--- config.mk ---
export PLATFORM = sky130hd
export DESIGN_NAME = sem_token_unit
export DESIGN_NICKNAME = d
export VERILOG_FILES = /design/src/rtl/sem_pkg.sv /design/src/rtl/sem_token.sv /design/src/rtl/sem_port.sv /design/src/rtl/sem_token_unit.sv
export SDC_FILE = /design/constraint.sdc
export NUM_CORES = 1
export LEC_CHECK = 0
export CORE_UTILIZATION = 41
export CTS_CLUSTER_DIAMETER = 30
export DETAILED_ROUTE_END_ITERATION = 8
export PLACE_DENSITY = 0.86
export SYNTH_ARGS = -nofsm -noshare
export SYNTH_HDL_FRONTEND = slang
export SYNTH_SLANG_ARGS = --single-unit
export TNS_END_PERCENT = 50
--- constraint.sdc ---
create_clock -name clk -period 3.3 [get_ports clk]
set_input_delay 0.66 -clock clk [delete_from_list [all_inputs] [get_ports clk]]
set_output_delay 0.66 -clock clk [all_outputs]
set_load 0.005 [all_outputs]
--- src/rtl/sem_pkg.sv ---
package sem_pkg;
  typedef enum logic [1:0] {
    OWN_FREE  = 2'd0,
    OWN_LEFT  = 2'd1,
    OWN_RIGHT = 2'd2
  } owner_e;
endpackage

--- src/rtl/sem_token.sv ---
module sem_token
  import sem_pkg::*;
(
  input  logic clk,
  input  logic rst,
  input  logic wr_l,
  input  logic bit_l,
  input  logic wr_r,
  input  logic bit_r,
  output logic own_l,
  output logic own_r
);
  // request latches are active low: 0 means this side wants the token
  logic   req_l_q, req_r_q;
  logic   req_l_d, req_r_d;
  owner_e owner_q, owner_d;

  assign req_l_d = wr_l ? bit_l : req_l_q;
  assign req_r_d = wr_r ? bit_r : req_r_q;

  always_comb begin
    owner_d = owner_q;
    unique case (owner_q)
      OWN_FREE: begin
        if (!req_l_d)      owner_d = OWN_LEFT;
        else if (!req_r_d) owner_d = OWN_RIGHT;
      end
      OWN_LEFT: begin
        if (req_l_d) owner_d = req_r_d ? OWN_FREE : OWN_RIGHT;
      end
      OWN_RIGHT: begin
        if (req_r_d) owner_d = req_l_d ? OWN_FREE : OWN_LEFT;
      end
      default: owner_d = OWN_FREE;
    endcase
  end

  always_ff @(posedge clk) begin
    if (rst) begin
      req_l_q <= 1'b1;
      req_r_q <= 1'b1;
      owner_q <= OWN_FREE;
    end else begin
      req_l_q <= req_l_d;
      req_r_q <= req_r_d;
      owner_q <= owner_d;
    end
  end

  assign own_l = (owner_q == OWN_LEFT);
  assign own_r = (owner_q == OWN_RIGHT);

  AST_RESET_FREE: assert property (@(posedge clk) rst |=> (owner_q == OWN_FREE));
  AST_OWNER_HOLDS: assert property (@(posedge clk) disable iff (rst)
    (owner_q == OWN_LEFT && !(wr_l && bit_l)) |=> (owner_q == OWN_LEFT));
  AST_HANDOFF: assert property (@(posedge clk) disable iff (rst)
    (owner_q == OWN_LEFT && wr_l && bit_l && !req_r_q && !wr_r) |=> (owner_q == OWN_RIGHT));
  AST_TIE_LEFT: assert property (@(posedge clk) disable iff (rst)
    (owner_q == OWN_FREE && wr_l && !bit_l && wr_r && !bit_r) |=> (owner_q == OWN_LEFT));
endmodule

--- src/rtl/sem_port.sv ---
module sem_port #(
  parameter int N_TOK = 8,
  parameter int AW    = 15,
  parameter int DW    = 18,
  parameter int LANES = 2
) (
  input  logic             clk,
  input  logic             rst,
  input  logic             sem_n,
  input  logic             we_n,
  input  logic             oe_n,
  input  logic             ce_n,
  input  logic [LANES-1:0] lane_n,
  input  logic [AW-1:0]    addr,
  input  logic [DW-1:0]    wdata,
  input  logic [N_TOK-1:0] own_mine,
  output logic [N_TOK-1:0] wr_en,
  output logic             wr_bit,
  output logic [DW-1:0]    rdata
);
  localparam int IW = $clog2(N_TOK);

  logic [IW-1:0] idx;
  logic          blocked, acc, wr_any, rd_act;
  logic          rd_act_q, rd_q;
  logic          unused_bits;

  assign idx         = addr[IW-1:0];
  assign unused_bits = ^{addr[AW-1:IW], wdata[DW-1:1]};
  assign blocked     = !ce_n && (lane_n != {LANES{1'b1}});
  assign acc         = !sem_n && !blocked;
  assign wr_any      = acc && !we_n;
  assign rd_act      = acc && we_n && !oe_n;
  assign wr_bit      = wdata[0];

  for (genvar g = 0; g < N_TOK; g++) begin : g_dec
    assign wr_en[g] = wr_any && (idx == IW'(g));
  end

  always_ff @(posedge clk) begin
    if (rst) begin
      rd_act_q <= 1'b0;
      rd_q     <= 1'b1;
    end else begin
      rd_act_q <= rd_act;
      if (rd_act && !rd_act_q) rd_q <= !own_mine[idx];
    end
  end

  assign rdata = {DW{rd_q}};

  AST_READ_FROZEN: assert property (@(posedge clk) disable iff (rst)
    (rd_act && rd_act_q) |=> $stable(rd_q));
endmodule

--- src/rtl/sem_token_unit.sv ---
module sem_token_unit #(
  parameter int N_TOK = 8,
  parameter int AW    = 15,
  parameter int DW    = 18,
  parameter int LANES = 2
) (
  input  logic             clk,
  input  logic             rst,
  input  logic             l_sem_n,
  input  logic             l_we_n,
  input  logic             l_oe_n,
  input  logic             l_ce_n,
  input  logic [LANES-1:0] l_lane_n,
  input  logic [AW-1:0]    l_addr,
  input  logic [DW-1:0]    l_wdata,
  output logic [DW-1:0]    l_rdata,
  input  logic             r_sem_n,
  input  logic             r_we_n,
  input  logic             r_oe_n,
  input  logic             r_ce_n,
  input  logic [LANES-1:0] r_lane_n,
  input  logic [AW-1:0]    r_addr,
  input  logic [DW-1:0]    r_wdata,
  output logic [DW-1:0]    r_rdata
);
  logic [N_TOK-1:0] wr_en_l, wr_en_r, own_l, own_r;
  logic             bit_l, bit_r;

  sem_port #(.N_TOK(N_TOK), .AW(AW), .DW(DW), .LANES(LANES)) u_left (
    .clk(clk), .rst(rst), .sem_n(l_sem_n), .we_n(l_we_n), .oe_n(l_oe_n),
    .ce_n(l_ce_n), .lane_n(l_lane_n), .addr(l_addr), .wdata(l_wdata),
    .own_mine(own_l), .wr_en(wr_en_l), .wr_bit(bit_l), .rdata(l_rdata)
  );

  sem_port #(.N_TOK(N_TOK), .AW(AW), .DW(DW), .LANES(LANES)) u_right (
    .clk(clk), .rst(rst), .sem_n(r_sem_n), .we_n(r_we_n), .oe_n(r_oe_n),
    .ce_n(r_ce_n), .lane_n(r_lane_n), .addr(r_addr), .wdata(r_wdata),
    .own_mine(own_r), .wr_en(wr_en_r), .wr_bit(bit_r), .rdata(r_rdata)
  );

  for (genvar g = 0; g < N_TOK; g++) begin : g_tok
    sem_token u_tok (
      .clk(clk), .rst(rst),
      .wr_l(wr_en_l[g]), .bit_l(bit_l),
      .wr_r(wr_en_r[g]), .bit_r(bit_r),
      .own_l(own_l[g]), .own_r(own_r[g])
    );
  end

  AST_NEVER_SHARED: assert property (@(posedge clk) disable iff (rst)
    (own_l & own_r) == '0);
endmodule

==> flow_summary_export.csv <==
group,metric,value,unit
run_status,run_status,"completed",
floorplan,io_pins,116,
global_routing,grt_antenna_before_repair,0,
cells_and_area,final_cell_mix,"clkdlybuf4s50_1 (57), dfxtp_1 (36), inv_1 (12), a21oi_1 (12), nand2_1 (10)",
timing,fmax,0.425,GHz
min_path,hold_class,"reg2reg",
min_path,holdPathEnd,"g_tok[5].u_tok.owner_q[0]$_SDFFE_PP0P_",
power_and_ir_drop,leakage,0.859,nW
setup_path,crit_type,"in2reg",
setup_path,cp-end-kind,"flip-flop",
global_routing,grt_pass1_wl,6870,um
power_and_ir_drop,p_comb_share,14.7,%
clocking,cts_tree,"done",
clocking,cts_buffers,5,
global_routing,grt_pass1_vias,1510,
logic_synthesis,synth_cell_types,46,
timing,hold_violations,0,
routing,vias,1728,
logic_synthesis,synthesis.nets,304,
routing,wl,4260,um
placed_design,io_buffers,57,
global_routing,grt_max_degree,22,
routing,drc,0,
logic_synthesis,synthCells,224,
clocking,clock-root-buffer,"clkbuf_8",
timing,rsz0062_at_grt,"no",
setup_path,rr_worst_depth,4,
floorplan,core_area,4500,um2
timing,min_period,2.35,ns
routing,wire_per_inst,14.3,um
logic_synthesis,synth-edff-count,0,
routing,viasPerCell,5.82,
timing,tightest_slew,0.690,ns
floorplan,rows,24,
min_path,min_path_cells,1,
setup_path,worstPathMaxFanout,8,
routing,ant_nets,0,
setup_path,start_kind,"input port",
global_routing,grt_overflow,0,
placed_design,hpwlAfterDp,3180,um
power_and_ir_drop,clockPowerShare,34.0,%
placed_design,routabilityCongestion,0.855,
timing,tns,0,ns
job,maxCapViolCount,0,
setup_path,critPathArrivalTime,2.56,ns
logic_synthesis,synthArstFlopShare,0,%
routing,first_pass_iters,4,
clocking,htree_levels,2,
setup_path,cp_top_family,"simple AND/OR/NAND/NOR gates",
cells_and_area,fin_cells,297,
power_and_ir_drop,p_int,0.000654,W
placed_design,dp.cells,290,
power_and_ir_drop,p_per_area,364,nW/um2
routing,drt_iter0_markers,106,
clocking,hold_buffers,0,
logic_synthesis,ys_warn_count,0,
placed_design,dp_slack,0.663,ns
global_routing,grtUsageTotal,17.5,%
min_path,hp-start,"g_tok[5].u_tok.owner_q[1]$_SDFFE_PP0P_",
power_and_ir_drop,p_sw,0.000219,W
setup_path,critPathRequiredTime,3.51,ns
cells_and_area,design_area,2400,um2
setup_path,timing.rr.start,"g_tok[6].u_tok.owner_q[0]$_SDFFE_PP0P_",
timing,fin_ws,0.947,ns
timing,skew,0.00633,ns
logic_synthesis,synthesis.area,1990,um2
floorplan,start_util,44.1,%
cells_and_area,fin_nets,325,
cells_and_area,layout-drive-gt1-share,5.71,%
cells_and_area,area_growth,20.8,%
floorplan,die_y,71.6,um
placed_design,place_area,2320,um2
logic_synthesis,ys.flop_type,"dfxtp_1",
clocking,cts_setup_buffers,0,
setup_path,path_buf_inv,1,
floorplan,die_area,5130,um2
cells_and_area,final_common_cell,"clkdlybuf4s50_1",
power_and_ir_drop,pwr-share-seq,51.3,%
logic_synthesis,avgSynthCellArea,8.88,um2
power_and_ir_drop,ir_worst_vdd,0.215,mV
clocking,cts_resized,0,
floorplan,die_w,71.6,um
clocking,cts.sinks,36,
logic_synthesis,ys_seq_area_share,36.2,%
cells_and_area,diodes,0,
setup_path,rrSetupSlack,1.83,ns
timing,fin_crit_sh,71.3,%
clocking,cts_buffer_depth,2,
logic_synthesis,yosys_register_bits,36,
clocking,clkTransAtPathRegs,0.07,ns
power_and_ir_drop,sw_frac_of_total,25.1,%
timing,relSlewSlack,54.0,%
timing,setup_viol,0,
timing,slew_viol_final,0,
setup_path,critical-path-slowest-cell,"clkdlybuf4s50_1",
setup_path,worstPathCellList,"clkdlybuf4s50_1, nand2b_1, nor4_1, mux2_2, a211oi_1",
setup_path,rr_endpoint,"u_left.rd_q$_SDFFE_PP1P_",
clocking,clock_latency,0.29,ns
setup_path,max_stage_delay,0.64,ns
[logic make-up (layout without fill, tap and decap cells)]
logic type,Yosys count,after routing,share of synthesized area [%]
muxes,10,10,5.16
and+or+nand+nor,72,72,22.3
AOI/OAI and AO/OA,51,51,19.0
DFF,36,36,36.2
buffers and inverters,55,76,17.3
[registers in the layout, summed over array words and instances (netlist names)]
| register | cells |
|---|---|
| g_tok.u_tok.req_r_q | 8 |
| g_tok.u_tok.req_l_q | 8 |
| u_left.rd_act_q | 1 |
| u_right.rd_act_q | 1 |
| u_right.rd_q | 1 |
| u_left.rd_q | 1 |
| g_tok.u_tok.owner_q | 16 |
[stage by stage]
stage	utilization (%)	hold WS [ns]	total power [W]
floorplan	-	0.422	0.000532
global placement	51.6	0.440	0.000584
detailed placement	51.6	0.450	0.000586
CTS	53.3	0.453	0.000876
global route	53.3	0.493	0.000913
finish	53.3	0.452	0.000874
[power by group through the flow]
stage / clock network, W / logic (W) / registers [W]
floorplan: 0 / 0.0000761 / 0.000456
global placement: 0 / 0.000126 / 0.000457
detailed placement: 0 / 0.000128 / 0.000458
CTS: 0.000299 / 0.000128 / 0.000448
global route: 0.000325 / 0.000139 / 0.000449
finish: 0.000297 / 0.000129 / 0.000448
[area by class of cell]
type                    count  area, um2
clock buffers               6       72.6
fillers                   385       2100
flip-flops and latches     36        721
inverters                  12       45.0
repair buffers             57        571
clock inverters             1       5.00
multi-input cells         133        923
well taps                  52       65.1
[metal layers]
metal,GRT usage (%),up-vias,share of wire [%]
met1,21.8,798,44
met4,9.59,0,2.7
li1,-,829,-
met5,0,-,0
met3,4.78,11,8.4
met2,27.4,90,45
[cells in the mapped netlist (2+ instances only)]
| library cell | n | area [um2] |
|---|---|---|
| mux2i_1 | 8 | 80.1 |
| o21bai_1 | 2 | 15.0 |
| a211oi_1 | 9 | 67.6 |
| mux2_2 | 2 | 22.5 |
| nand4_1 | 6 | 37.5 |
| nand3_1 | 7 | 35.0 |
| o31ai_1 | 6 | 45.0 |
| nand2b_1 | 5 | 31.3 |
| nor3b_1 | 2 | 15.0 |
| nor2_1 | 5 | 18.8 |
| o211a_1 | 6 | 60.1 |
| dfxtp_1 | 36 | 721 |
| nor2b_1 | 2 | 12.5 |
| or3_1 | 2 | 12.5 |
| a21oi_1 | 12 | 60.1 |
| and2_1 | 8 | 50.1 |
| o311ai_0 | 2 | 17.5 |
| clkbuf_1 | 5 | 18.8 |
| buf_2 | 2 | 10.0 |
| nand3b_1 | 3 | 22.5 |
| nand2_1 | 10 | 37.5 |
| buf_4 | 36 | 270 |
| inv_1 | 12 | 45.0 |
| nor4_1 | 8 | 50.1 |
| o21ai_0 | 5 | 25.0 |
| and4_1 | 3 | 26.3 |
[worst max-delay path by stage]
stage                          from                                     end  slack, ns  cells past startpoint
final                     l_addr[0]  g_tok[5].u_tok.owner_q[0]$_SDFFE_PP0P_       0.95                      5
after global routing      l_addr[0]  g_tok[5].u_tok.owner_q[0]$_SDFFE_PP0P_       0.82                      5
after CTS                 l_addr[0]  g_tok[4].u_tok.owner_q[0]$_SDFFE_PP0P_       0.97                      5
after detailed placement  l_addr[0]  g_tok[5].u_tok.owner_q[0]$_SDFFE_PP0P_       0.66                      5
after global placement    l_addr[0]  g_tok[5].u_tok.owner_q[0]$_SDFFE_PP0P_       0.69                      5
after floorplan             l_sem_n  g_tok[5].u_tok.owner_q[0]$_SDFFE_PP0P_       1.41                      4
[worst register-to-register path, delay by kind of cell (launching register included)]
kind                   cells  cell delay, ns
AO/OA/AOI/OAI              2            0.52
buffers and inverters      1            0.06
flip-flops                 1            0.35
AND/OR/NAND/NOR            1            0.38
Power figures use the tool's default switching activity.
